`src/rtl/pit_pkg.sv`:
```
package pit_pkg;
    // Control word layout
    localparam int CTRL_W   = 26;
    localparam int B_EN     = 0;
    localparam int B_ENMOD  = 1;
    localparam int B_CMPIE  = 2;
    localparam int B_RLD    = 3;
    localparam int B_PRE_LO = 4;
    localparam int PRE_W    = 12;
    localparam int B_SWR    = 16;
    localparam int B_OVW    = 17;
    localparam int B_SRC_LO = 24;
    localparam int SRC_W    = 2;
    // Bits kept through a soft reset: enable, enable-mode, debug, wait, doze, stop
    localparam logic [CTRL_W-1:0] KEEP_MASK = 26'h03C_0003;

    typedef enum logic [2:0] {
        IDX_CTRL = 3'd0,
        IDX_STAT = 3'd1,
        IDX_LOAD = 3'd2,
        IDX_CMP  = 3'd3,
        IDX_CNT  = 3'd4
    } reg_idx_e;
endpackage

```
`src/rtl/pit_regs.sv`:
```
// Register file: control, status flag, load and compare.
// Decodes writes and produces the soft-reset, start and overwrite strobes.
// Assumes one write per cycle; the status set takes priority over the clear.
module pit_regs
    import pit_pkg::*;
#(
    parameter int DATA_W = 32,
    parameter int AW     = 4
) (
    input  logic              clk,
    input  logic              rst_n,
    input  logic              wr_en,
    input  logic [AW-1:0]     addr,
    input  logic [DATA_W-1:0] wdata,
    input  logic              cmp_hit,
    output logic [CTRL_W-1:0] ctrl_q,
    output logic [DATA_W-1:0] load_q,
    output logic [DATA_W-1:0] cmp_q,
    output logic              flag_q,
    output logic              sw_rst,
    output logic              start,
    output logic              start_rld,
    output logic              ovw_wr
);
    logic wr_ctrl, wr_stat, wr_load, wr_cmp;

    // Address decode of the write strobe
    always_comb begin
        wr_ctrl   = wr_en && (addr == AW'(IDX_CTRL));
        wr_stat   = wr_en && (addr == AW'(IDX_STAT));
        wr_load   = wr_en && (addr == AW'(IDX_LOAD));
        wr_cmp    = wr_en && (addr == AW'(IDX_CMP));
        sw_rst    = wr_ctrl && wdata[B_SWR];
        start     = wr_ctrl && !wdata[B_SWR] && wdata[B_EN] && wdata[B_ENMOD] && !ctrl_q[B_EN];
        start_rld = wdata[B_RLD];
        ovw_wr    = wr_load && ctrl_q[B_OVW];
    end

    // Register storage with soft reset and sticky flag
    always_ff @(posedge clk) begin
        if (!rst_n) begin
            ctrl_q <= '0;
            load_q <= '1;
            cmp_q  <= '0;
            flag_q <= 1'b0;
        end else if (sw_rst) begin
            ctrl_q <= wdata[CTRL_W-1:0] & KEEP_MASK;
            load_q <= '1;
            cmp_q  <= '0;
            flag_q <= 1'b0;
        end else begin
            if (wr_ctrl) ctrl_q <= wdata[CTRL_W-1:0];
            if (wr_load) load_q <= wdata;
            if (wr_cmp)  cmp_q  <= wdata;
            if (cmp_hit)                     flag_q <= 1'b1;
            else if (wr_stat && wdata[0])    flag_q <= 1'b0;
        end
    end

    // the flag only rises after a compare hit
    p_flag_source_r10: assert property (@(posedge clk) disable iff (!rst_n)
        $rose(flag_q) |-> $past(cmp_hit));

    // soft reset restores the data registers
    p_soft_reset_r13: assert property (@(posedge clk) disable iff (!rst_n)
        sw_rst |=> (load_q == '1) && (cmp_q == '0) && !flag_q && !ctrl_q[B_SWR]);
endmodule

```
`src/rtl/pit_prescale.sv`:
```
// Tick selection and prescale divider.
// Emits a one-cycle step every (presc+1) selected ticks while enabled.
// Assumes the tick inputs are single-cycle clock enables in the clk domain.
module pit_prescale
    import pit_pkg::*;
(
    input  logic             clk,
    input  logic             rst_n,
    input  logic             en,
    input  logic             clr,
    input  logic [SRC_W-1:0] src,
    input  logic [PRE_W-1:0] presc,
    input  logic             fast_tick,
    input  logic             slow_tick,
    output logic             step
);
    logic [PRE_W-1:0] tally_q;
    logic             tick_sel;

    // Source select: 00 off, 01/10 fast, 11 slow
    always_comb begin
        case (src)
            2'b00:   tick_sel = 1'b0;
            2'b11:   tick_sel = slow_tick;
            default: tick_sel = fast_tick;
        endcase
        step = en && tick_sel && (tally_q >= presc);
    end

    // Tick tally, restarted while disabled or on soft reset
    always_ff @(posedge clk) begin
        if (!rst_n || !en || clr) tally_q <= '0;
        else if (tick_sel)        tally_q <= step ? '0 : tally_q + 1'b1;
    end

    // a disabled source never steps
    p_src_off_r4: assert property (@(posedge clk) disable iff (!rst_n)
        (src == 2'b00) |-> !step);

    // each step restarts the tally
    p_tally_restart_r5: assert property (@(posedge clk) disable iff (!rst_n)
        (step && !clr) |=> (tally_q == '0));
endmodule

```
`src/rtl/pit_count.sv`:
```
// Down-counter with reload or free-run wrap and compare detection.
// Priority: soft reset, start, overwrite, step.
// Assumes step is only asserted while the timer is enabled.
module pit_count #(
    parameter int DATA_W = 32
) (
    input  logic              clk,
    input  logic              rst_n,
    input  logic              sw_rst,
    input  logic              start,
    input  logic              start_rld,
    input  logic              ovw,
    input  logic [DATA_W-1:0] wdata,
    input  logic [DATA_W-1:0] load,
    input  logic [DATA_W-1:0] cmp,
    input  logic              rld,
    input  logic              cmpie,
    input  logic              step,
    output logic [DATA_W-1:0] cnt_q,
    output logic              hit
);
    logic [DATA_W-1:0] next_val;
    logic              busy;

    // Next value after a step, and compare hit on that value
    always_comb begin
        if (cnt_q == '0) next_val = rld ? load : '1;
        else             next_val = cnt_q - 1'b1;
        busy = sw_rst || start || ovw;
        hit  = step && !busy && cmpie && (next_val == cmp);
    end

    // Counter update
    always_ff @(posedge clk) begin
        if (!rst_n || sw_rst) cnt_q <= '0;
        else if (start)       cnt_q <= start_rld ? load : '1;
        else if (ovw)         cnt_q <= wdata;
        else if (step)        cnt_q <= next_val;
    end

    // without a step or a write the count holds
    p_hold_r12: assert property (@(posedge clk) disable iff (!rst_n)
        (!step && !busy) |=> $stable(cnt_q));

    // reload wrap
    p_wrap_reload_r7: assert property (@(posedge clk) disable iff (!rst_n)
        (step && !busy && rld && cnt_q == '0) |=> (cnt_q == $past(load)));

    // free-run wrap
    p_wrap_free_r8: assert property (@(posedge clk) disable iff (!rst_n)
        (step && !busy && !rld && cnt_q == '0) |=> (cnt_q == '1));

    // start value
    p_start_r6: assert property (@(posedge clk) disable iff (!rst_n)
        (start && !sw_rst) |=> (cnt_q == ($past(start_rld) ? $past(load) : '1)));
endmodule

```
`src/rtl/pit_timer.sv`:
```
// Top level of the periodic interrupt timer: register file, prescaler,
// down-counter, read mux and interrupt gate.
// Assumes a single-cycle write strobe and a combinational read.
module pit_timer
    import pit_pkg::*;
#(
    parameter int DATA_W = 32,
    parameter int AW     = 4
) (
    input  logic              clk,
    input  logic              rst_n,
    input  logic              fast_tick,
    input  logic              slow_tick,
    input  logic [AW-1:0]     bus_addr,
    input  logic              bus_wr,
    input  logic [DATA_W-1:0] bus_wdata,
    output logic [DATA_W-1:0] bus_rdata,
    output logic              irq
);
    logic [CTRL_W-1:0] ctrl_q;
    logic [DATA_W-1:0] load_q, cmp_q, cnt_q;
    logic              flag_q, sw_rst, start, start_rld, ovw_wr, step, hit;

    pit_regs #(.DATA_W(DATA_W), .AW(AW)) u_regs (
        .clk(clk), .rst_n(rst_n), .wr_en(bus_wr), .addr(bus_addr),
        .wdata(bus_wdata), .cmp_hit(hit), .ctrl_q(ctrl_q), .load_q(load_q),
        .cmp_q(cmp_q), .flag_q(flag_q), .sw_rst(sw_rst), .start(start),
        .start_rld(start_rld), .ovw_wr(ovw_wr)
    );

    pit_prescale u_pre (
        .clk(clk), .rst_n(rst_n), .en(ctrl_q[B_EN]), .clr(sw_rst),
        .src(ctrl_q[B_SRC_LO +: SRC_W]), .presc(ctrl_q[B_PRE_LO +: PRE_W]),
        .fast_tick(fast_tick), .slow_tick(slow_tick), .step(step)
    );

    pit_count #(.DATA_W(DATA_W)) u_cnt (
        .clk(clk), .rst_n(rst_n), .sw_rst(sw_rst), .start(start),
        .start_rld(start_rld), .ovw(ovw_wr), .wdata(bus_wdata),
        .load(load_q), .cmp(cmp_q), .rld(ctrl_q[B_RLD]),
        .cmpie(ctrl_q[B_CMPIE]), .step(step), .cnt_q(cnt_q), .hit(hit)
    );

    // Read mux; unmapped indices read zero
    always_comb begin
        case (bus_addr)
            AW'(IDX_CTRL): bus_rdata = DATA_W'(ctrl_q);
            AW'(IDX_STAT): bus_rdata = DATA_W'(flag_q);
            AW'(IDX_LOAD): bus_rdata = load_q;
            AW'(IDX_CMP):  bus_rdata = cmp_q;
            AW'(IDX_CNT):  bus_rdata = cnt_q;
            default:       bus_rdata = '0;
        endcase
    end

    // Interrupt gate
    assign irq = flag_q && ctrl_q[B_CMPIE] && ctrl_q[B_EN];

    // no compare hit while disabled
    p_no_hit_off_r12: assert property (@(posedge clk) disable iff (!rst_n)
        !ctrl_q[B_EN] |-> !hit);
endmodule

```
`config.mk`:
```
export PLATFORM = sky130hd
export DESIGN_NAME = pit_timer
export DESIGN_NICKNAME = d
export VERILOG_FILES = /design/src/rtl/pit_pkg.sv /design/src/rtl/pit_regs.sv /design/src/rtl/pit_prescale.sv /design/src/rtl/pit_count.sv /design/src/rtl/pit_timer.sv
export SDC_FILE = /design/constraint.sdc
export NUM_CORES = 1
export LEC_CHECK = 0
export ABC_AREA = 0
export BUFFER_PORTS_ARGS = -buffer_cell sky130_fd_sc_hd__buf_2
export CELL_PAD_IN_SITES_DETAIL_PLACEMENT = 1
export CELL_PAD_IN_SITES_GLOBAL_PLACEMENT = 2
export CORE_ASPECT_RATIO = 0.75
export CORE_MARGIN = 4
export CORE_UTILIZATION = 37
export DETAILED_ROUTE_END_ITERATION = 7
export HOLD_SLACK_MARGIN = 0.06
export PLACE_DENSITY_LB_ADDON = 0.1
export SYNTH_ARGS = -nofsm -noshare
export SYNTH_HDL_FRONTEND = slang
export SYNTH_SLANG_ARGS = --single-unit
```
`constraint.sdc`:
```
create_clock -name clk -period 6 [get_ports clk]
set_input_delay 0 -clock clk [delete_from_list [all_inputs] [get_ports clk]]
set_output_delay 0 -clock clk [all_outputs]
set_load 0.01 [all_outputs]
```
==> results of run 1 <==
==> cell families after synthesis <==
logic type | count (synthesis) | share of synthesized area
simple gates | 542 | 0.290
compound gates | 290 | 0.238
buf+inv | 135 | 0.0672
flops | 135 | 0.319
xor+xnor | 53 | 0.0548
fa+ha+maj | 17 | 0.0248
mux | 5 | 0.00606
==> per-layer routing <==
layer | GRT usage | vias to the layer above | part of all wire
met5 | 0 | - | 0
met4 | 0.0801 | 0 | 0.019
met3 | 0.0794 | 51 | 0.093
met2 | 0.410 | 402 | 0.40
met1 | 0.457 | 4667 | 0.49
li1 | - | 4316 | -
==> registers in the layout, summed over array words and instances, names as in the netlist <==
signal / count
u_regs.cmp_q: 32
u_regs.flag_q: 1
u_regs.load_q: 32
u_regs.ctrl_q: 26
u_cnt.cnt_q: 32
u_pre.tally_q: 12
==> worst min path at each step <==
stage                        startpoint           endpoint  slack [ps]
after global placement    bus_wdata[31]  u_regs.load_q[31]         250
after detailed placement  bus_wdata[31]  u_regs.load_q[31]         260
after CTS                     slow_tick   u_pre.tally_q[1]          80
after floorplan            bus_wdata[0]   u_regs.load_q[0]         120
final                         slow_tick   u_pre.tally_q[1]         100
after global routing          slow_tick   u_pre.tally_q[0]         110
==> worst min-delay path: cells and delay by family <==
kind / cells / cell delay (ps)
compound gates: 2 / 260
simple gates: 2 / 150
buf+inv: 1 / 100
==> synthesized netlist by cell type, types with 3 or more instances <==
master,count
inv_1,42
o21ai_0,29
o22ai_1,7
o32ai_1,3
buf_6,5
o311ai_0,18
nor2_1,73
nor4_1,14
o21a_1,3
o211ai_1,19
nand3_1,43
a21oi_1,103
xnor2_1,26
nor3_2,3
a2111oi_0,3
nor3_1,40
nand2b_1,5
a21boi_0,8
nor3b_1,5
a31oi_1,5
clkbuf_1,73
and3_1,11
ha_1,16
buf_1,5
mux2i_1,4
buf_2,6
xor2_1,27
nand4_1,15
o31ai_1,4
nand2_1,302
or3_1,7
dfxtp_1,135
a222oi_1,31
a311oi_1,8
and4_1,3
a211oi_1,21
==> metrics by stage <==
stage                util  hold WS [ps]  area [sq um]
floorplan               -           124          8470
global placement    0.403           249          8980
detailed placement  0.403           262          8980
CTS                 0.448          83.9          9980
global route        0.448           110          9980
finish              0.448           104          9980
==> layout make-up <==
type / instances / area, sq um / share of cell area
repair buffers: 129 / 881 / 0.0883
well taps: 294 / 368 / 0.0369
flip-flops and latches: 135 / 2700 / 0.271
clock inverters: 11 / 149 / 0.0149
inverters: 43 / 161 / 0.0162
multi-input cells: 907 / 5250 / 0.526
clock buffers: 20 / 467 / 0.0468
==> report_power, final <==
group          switching, uW  internal, uW
sequential              17.4           907
clock                    440           684
combinational            157          80.6
==> reports/qor.yml, run 1 <==
layout:
  final_cell_mix: "301 x nand2_1, 135 x dfxtp_1, 103 x a21oi_1, 73 x nor2_1, 73 x buf_2"
  layout_commonest_cell: "nand2_1"
  final_nets: 1290
  area_growth_pct: 17.8
  num_antenna_cells: 0
  fill_cells: 2761
  final_cells: 1539
  drive_gt1_frac: 0.121
synthesis:
  seq_area_frac_synth: 0.319
  synth_edf_count: 0
  synth_nets: 1234
  avgSynthCellArea_sq_um: 7.20
  synth.cell_area_sq_um: 8470
  synth_cells: 1177
  synthDominantCellAreaShare: 0.319
  synth_flop_cell: "dfxtp_1"
  yosysTopAreaCell: "dfxtp_1"
  yosys_warnings: 0
  yosys.cell_types.count: 75
  synthArstFlopShare: 0
  synth-seq-cells: 135
  synth.area.top_cells: "dfxtp_1 32%, nand2_1 13%, a21oi_1 6.1%"
drt:
  viasPerCell: 6.13
  drt_iter0_drc: 1041
  ant_nets: 0
  wl_per_cell_um: 24.8
  drt-total-wl_um: 38200
  post-route-drc-count: 0
  vias: 9436
  drt-pass1-iter-count: 7
floorplanning:
  core_sq_um: 22300
  row_count: 47
  die_w_um: 183
  die-height_um: 139
  die_area_sq_um: 25400
  num_io_pins: 74
  initial_core_util: 0.380
cts:
  cts_made_buffers: 17
  cts.sinks: 135
  clock_path_buffers: 2
  postCtsSetupRepairBufs: 0
  path_clk_slew_ps: 70
  ctsHoldBuffers: 38
  clockRootBuffer: "clkbuf_16"
  htree_levels: 4
  post_cts_resized: 0
  cts_tree: "built"
  insertion_delay_ps: 440
worst_setup_path:
  max_stage_delay_ps: 770
  crit_type: "flip-flop to flip-flop"
  reg2regPathDepth: 9
  crit_start: "u_cnt.cnt_q[5]"
  r2r_setup_slack_ps: 2000
  critical_path_buf_inv_count: 0
  cp-end-kind: "flip-flop"
  cpMaxStageDelayCell: "nand4_1"
  crit_path_start_kind: "flip-flop"
  worst-path-stages: 9
  cp.required_ps: 6360
  arrival_ps: 4360
  crit_family: "compound AO/OA/AOI/OAI gates"
  r2r-end: "u_regs.flag_q"
  worstSetupEndpoint: "u_regs.flag_q"
  critPathMaxFanout: 12
  worstPathCellList: "nor4_1 -> nand4_1 -> o41ai_4 -> o21ai_1 -> o22ai_2 -> nor2_1 -> a2111oi_0 -> nand3_1 -> o31ai_2"
  reg2reg_from: "u_cnt.cnt_q[5]"
outcome:
  status: "finished clean"
sta:
  finalCriticalPeriod_ps: 4000
  setup_viol: 0
  grt_setup_unrepaired: "false"
  finalCritPeriodShare: 0.666
  hold_viol: 0
  fin_setup_tns_ps: 0
  worst_slack_ps: 2000
  fmax_ghz: 0.250
  skew_ps: 10.6
  tightest_slew_ps: 1080
  slew_headroom: 0.274
  drv_slew: 0
placement:
  place.port_buffers: 73
  placed_cells: 1470
  hpwl_um: 26500
  post-place-ws_ps: 2180
  gp_congestion: 0.970
power_and_ir_drop:
  vdd_drop_max_uv: 207
  p_total_uw: 2290
  power_density_nw_per_um2: 229
  p_leak_uw: 0.00385
grt:
  grt_pass1_wl_um: 58600
  antenna_found_initial: 1
  grt_pass1_vias: 9300
  overflow: 0
  grt_max_degree: 54
  grt_usage: 0.299
worst_hold_path:
  hold_depth: 5
  hp-class: "primary input to flip-flop"
run:
  maxCapViolations: 0
Note: power is estimated with default switching activity, not from simulation.
==> run 2, diff against run 1 <==
--- a/config.mk
+++ b/config.mk
@@ -11,7 +11,7 @@
 export CELL_PAD_IN_SITES_GLOBAL_PLACEMENT = 2
 export CORE_ASPECT_RATIO = 0.75
 export CORE_MARGIN = 4
-export CORE_UTILIZATION = 37
+export CORE_UTILIZATION = 35
 export DETAILED_ROUTE_END_ITERATION = 7
 export HOLD_SLACK_MARGIN = 0.06
 export PLACE_DENSITY_LB_ADDON = 0.1
==> constraint.sdc (replaced) <==
create_clock -name clk -period 3.9 [get_ports clk]
set_input_delay 0 -clock clk [delete_from_list [all_inputs] [get_ports clk]]
set_output_delay 0 -clock clk [all_outputs]
set_load 0.01 [all_outputs]
==> reports/qor.yml, run 2 (same netlist as run 1, synthesis figures left out) <==
outcome:
  status: "finished clean"
power_and_ir_drop:
  vdd_drop_max_uv: 287
  p_leak_uw: 0.00396
  power_density_nw_per_um2: 362
sta:
  drv_slew: 0
  slew_headroom: 0.156
  hold_viol: 0
  fmax_ghz: 0.282
  hold_slack_ps: 116
  skew_ps: 9.04
  setup_viol: 0
  fin_setup_tns_ps: 0
  tightest_slew_ps: 1250
  worst_slack_ps: 358
  grt_setup_unrepaired: "false"
  finalCritPeriodShare: 0.908
  finalCriticalPeriod_ps: 3540
drt:
  vias: 9487
  viasPerCell: 6.05
  drt-total-wl_um: 39000
  post-route-drc-count: 0
  wl_per_cell_um: 24.9
  drt-pass1-iter-count: 6
  drt_iter0_drc: 907
  ant_nets: 0
cts:
  cts.sinks: 135
  cts_tree: "built"
  insertion_delay_ps: 430
  post_cts_resized: 0
  path_clk_slew_ps: 60
  clockRootBuffer: "clkbuf_16"
  htree_levels: 4
  cts_made_buffers: 17
  clock_path_buffers: 2
floorplanning:
  row_count: 49
  die-height_um: 143
  core_sq_um: 23900
  initial_core_util: 0.354
  die_area_sq_um: 26800
  die_w_um: 188
  num_io_pins: 74
run:
  maxCapViolations: 0
placement:
  post-place-ws_ps: 401
  hpwl_um: 27600
  place.port_buffers: 73
  gp_congestion: 0.976
worst_setup_path:
  r2r-end: "u_regs.flag_q"
  cpMaxStageDelayCell: "o31ai_1"
  reg2reg_from: "u_cnt.cnt_q[0]"
  crit_top_cell: "nand4_1"
  critPathMaxFanout: 7
  crit_path_start_kind: "flip-flop"
  cp.required_ps: 4250
  arrival_ps: 3890
  r2r_setup_slack_ps: 360
  max_stage_delay_ps: 520
  reg2regPathDepth: 11
  worstPathCellList: "inv_1 -> ha_1 -> nor4b_1 -> nand4_1 -> o21a_1 -> o31ai_1 -> xor2_1 -> o311ai_0 -> nor4_1 -> nand4_1 -> o31ai_2"
  cp-end-kind: "flip-flop"
  crit_type: "flip-flop to flip-flop"
grt:
  antenna_found_initial: 1
  grt_max_degree: 54
  grt_pass1_wl_um: 58800
  overflow: 0
  grt_usage: 0.289
  grt_pass1_vias: 9232
layout:
  area_growth_pct: 20.1
  final_nets: 1305
  reg.largest.list: "u_cnt.cnt_q (32), u_regs.cmp_q (32), u_regs.load_q (32)"
  drive_gt1_frac: 0.131
  final_cell_mix: "302 x nand2_1, 135 x dfxtp_1, 103 x a21oi_1, 73 x nor2_1, 73 x buf_2"
  layout_commonest_cell: "nand2_1"
worst_hold_path:
  hp-start: "slow_tick"
  hp-class: "primary input to flip-flop"
  min_to: "u_pre.tally_q[0]"
  hold_depth: 6
run 2: cell count changes in the layout (fill, tap and decap cells not counted), sizes merged:
cell    change
buf        +15
clkinv      -4
diode       +1
inv         +1
clkbuf      +2
bufinv      +2
run 2: critical path: cells and delay by family, from the launching register on:
kind	cells	cell delay [ps]
simple gates	4	1200
compound gates	4	1180
flops	1	410
fa+ha+maj	1	290
xor+xnor	1	220
buf+inv	1	160
run 2: how the worst max path moves through the flow:
stage / from / to / slack [ps]
final: u_cnt.cnt_q[0] / u_regs.flag_q / 360
after global routing: u_cnt.cnt_q[11] / u_regs.flag_q / 50
after CTS: u_cnt.cnt_q[0] / u_regs.flag_q / 380
after detailed placement: u_cnt.cnt_q[0] / u_regs.flag_q / 400
after global placement: u_cnt.cnt_q[0] / u_regs.flag_q / 490
after floorplan: u_cnt.cnt_q[0] / u_regs.flag_q / 1060
run 2: through the flow:
step	cell area [sq um]	power (uW)	utilization	cells
floorplan	8470	1640	-	1177
global placement	9120	1790	0.381	1497
detailed placement	9120	1790	0.381	1497
CTS	10200	3700	0.425	1567
global route	10200	3800	0.426	1568
finish	10200	3690	0.426	1568
run 2: per-layer routing:
| metal | share of wire | GRT usage |
|---|---|---|
| met5 | 0 | 0 |
| met4 | 0.012 | 0.0641 |
| met3 | 0.081 | 0.0718 |
| met2 | 0.40 | 0.411 |
| met1 | 0.50 | 0.437 |
run 2: layout make-up:
type | instances | area, sq um
clock inverter | 10 | 190
clock buffer | 22 | 484
antenna | 1 | 2.50
sequential | 135 | 2700
fill | 2952 | 13700
inverter | 43 | 161
timing repair buffer | 144 | 1010
tap | 306 | 383
multi-input combinational | 907 | 5250
run 2: power by group:
part	internal (uW)	total [uW]	switching (uW)
Combinational	129	377	248
Sequential	1400	1420	25.9
Clock	1210	1890	682
Total	2730	3690	955
run 2: repair_timing:
| action | CTS | global route |
|---|---|---|
| hold buffers | 38 | 0 |
| setup buffers | 0 | 0 |
| hold endpoints to repair | 104 | 0 |
==> run 3, diff against run 2 <==
--- a/config.mk
+++ b/config.mk
@@ -7,14 +7,17 @@
 export LEC_CHECK = 0
 export ABC_AREA = 0
 export BUFFER_PORTS_ARGS = -buffer_cell sky130_fd_sc_hd__buf_2
+export CAP_MARGIN = 20
 export CELL_PAD_IN_SITES_DETAIL_PLACEMENT = 1
 export CELL_PAD_IN_SITES_GLOBAL_PLACEMENT = 2
 export CORE_ASPECT_RATIO = 0.75
 export CORE_MARGIN = 4
 export CORE_UTILIZATION = 35
+export CTS_BUF_LIST = sky130_fd_sc_hd__clkbuf_4 sky130_fd_sc_hd__clkbuf_8 sky130_fd_sc_hd__clkbuf_16
 export DETAILED_ROUTE_END_ITERATION = 7
 export HOLD_SLACK_MARGIN = 0.06
 export PLACE_DENSITY_LB_ADDON = 0.1
+export RECOVER_POWER = 50
 export SYNTH_ARGS = -nofsm -noshare
 export SYNTH_HDL_FRONTEND = slang
 export SYNTH_SLANG_ARGS = --single-unit
==> reports/qor.yml, run 3 (same netlist as run 1, synthesis figures left out) <==
power_and_ir_drop:
  power_density_nw_per_um2: 365
  vdd_drop_max_uv: 290
  p_total_uw: 3680
  p_leak_uw: 0.00381
worst_setup_path:
  crit_family: "simple AND/OR/NAND/NOR gates"
  reg2regPathDepth: 11
  worst-path-stages: 11
  worstPathCellList: "inv_1 -> ha_1 -> nor4b_1 -> nand4_1 -> o21a_1 -> o31ai_1 -> xor2_1 -> o311ai_0 -> nor4_1 -> nand4_1 -> o31ai_2"
  cp-end-kind: "flip-flop"
  r2r-end: "u_regs.flag_q"
  crit_path_start_kind: "flip-flop"
  max_stage_delay_ps: 530
  crit_type: "flip-flop to flip-flop"
  reg2reg_from: "u_cnt.cnt_q[0]"
  critical_path_buf_inv_count: 1
  r2r_setup_slack_ps: 290
  cp.required_ps: 4250
  arrival_ps: 3960
  cpMaxStageDelayCell: "o31ai_1"
  crit_top_cell: "nand4_1"
  critPathMaxFanout: 7
cts:
  clock_path_buffers: 2
  post_cts_resized: 0
  htree_levels: 4
  cts.sinks: 135
  cts_tree: "built"
  path_clk_slew_ps: 60
  cts_made_buffers: 17
  clockRootBuffer: "clkbuf_16"
  insertion_delay_ps: 440
  ctsHoldBuffers: 38
  postCtsSetupRepairBufs: 0
sta:
  fin_setup_tns_ps: 0
  drv_slew: 0
  fmax_ghz: 0.277
  slew_headroom: 0.137
  setup_viol: 0
  finalCriticalPeriod_ps: 3610
  grt_setup_unrepaired: "false"
  tightest_slew_ps: 1280
  hold_viol: 0
  skew_ps: 9.09
  finalCritPeriodShare: 0.926
floorplanning:
  initial_core_util: 0.354
  core_sq_um: 23900
  die-height_um: 143
  die_w_um: 188
  num_io_pins: 74
  row_count: 49
  die_area_sq_um: 26800
drt:
  ant_nets: 0
  wl_per_cell_um: 24.8
  drt_iter0_drc: 1017
  post-route-drc-count: 0
  drt-total-wl_um: 38800
  drt-pass1-iter-count: 6
  viasPerCell: 6.02
  vias: 9440
grt:
  grt_max_degree: 54
  overflow: 0
  grt_usage: 0.289
  grt_pass1_vias: 9226
  antenna_found_initial: 1
  grt_pass1_wl_um: 58800
layout:
  final_nets: 1305
  multi_input_area_sq_um: 5230
  drive_gt1_frac: 0.102
  final_cell_mix: "302 x nand2_1, 135 x dfxtp_1, 103 x a21oi_1, 73 x nor2_1, 43 x nand3_1"
  area_growth_pct: 19.3
  layout_commonest_cell: "nand2_1"
  regArea_sq_um: 2700
  reg.largest.list: "u_cnt.cnt_q (32), u_regs.cmp_q (32), u_regs.load_q (32)"
  fill_cells: 2965
worst_hold_path:
  hp-class: "primary input to flip-flop"
  hp-start: "slow_tick"
  min_to: "u_pre.tally_q[0]"
  hold_depth: 6
placement:
  hpwl_um: 27600
  gp_congestion: 0.976
  place.port_buffers: 73
run:
  maxCapViolations: 0
outcome:
  status: "finished clean"
-- run 3: cell types whose count changed in the layout (fill, tap and decap cells not counted) --
cell | before | now
clkbuf_1 | 1 | 36
buf_2 | 73 | 41
buf_4 | 32 | 28
and2_0 | 0 | 1
and2_1 | 2 | 1
clkbuf_4 | 0 | 1
nor3_1 | 38 | 39
nor3_2 | 5 | 4
nor4b_1 | 1 | 2
nor4b_4 | 1 | 0
-- run 3: routing by layer --
| layer | routed length [um] | GRT usage |
|---|---|---|
| met5 | 0 | 0 |
| met4 | 492 | 0.0641 |
| met3 | 3360 | 0.0731 |
| met2 | 15700 | 0.412 |
| met1 | 19300 | 0.436 |
-- run 3: worst max path at each step --
| stage | from | endpoint | slack (ps) |
|---|---|---|---|
| after global routing | u_cnt.cnt_q[11] | u_regs.flag_q | 50 |
| final | u_cnt.cnt_q[0] | u_regs.flag_q | 290 |
| after CTS | u_cnt.cnt_q[0] | u_regs.flag_q | 380 |
| after global placement | u_cnt.cnt_q[0] | u_regs.flag_q | 490 |
| after floorplan | u_cnt.cnt_q[0] | u_regs.flag_q | 1060 |
| after detailed placement | u_cnt.cnt_q[0] | u_regs.flag_q | 400 |
-- run 3: cell type report --
type                            instances  share of cell area
Antenna cell                            1            0.000248
Clock buffer                           22              0.0483
Clock inverter                         10              0.0188
Inverter                               43              0.0160
Multi-Input combinational cell        907               0.517
Sequential cell                       135               0.267
Tap cell                              306              0.0379
Timing Repair Buffer                  144              0.0941
-- run 3: worst reg2reg max path: cells and delay by family (launching register included) --
| family | cells | cell delay, ps |
|---|---|---|
| AOI/OAI and AO/OA | 4 | 1190 |
| adders and majority gates | 1 | 280 |
| xor gates and xnor gates | 1 | 230 |
| DFF | 1 | 410 |
| buffers and inverters | 1 | 170 |
| and+or+nand+nor | 4 | 1260 |
-- run 3: power breakdown --
part           switching, uW  leakage (uW)  internal, uW  total, uW
logic                    245       0.00240           126        371
registers               25.9       0.00109          1400       1420
clock network            678      0.000323          1210       1890
total                    949       0.00381          2740       3680
-- run 3: per-stage QoR --
step / utilization / cell area, sq um / hold WS (ps) / std cells / worst slack (ps)
finish: 0.423 / 10100 / 111 / 1568 / 287
global route: 0.423 / 10100 / 152 / 1568 / 53.8
CTS: 0.426 / 10200 / 83.9 / 1567 / 375
detailed placement: 0.381 / 9120 / 258 / 1497 / 401
global placement: 0.381 / 9120 / 256 / 1497 / 490
floorplan: - / 8470 / 124 / 1177 / 1060
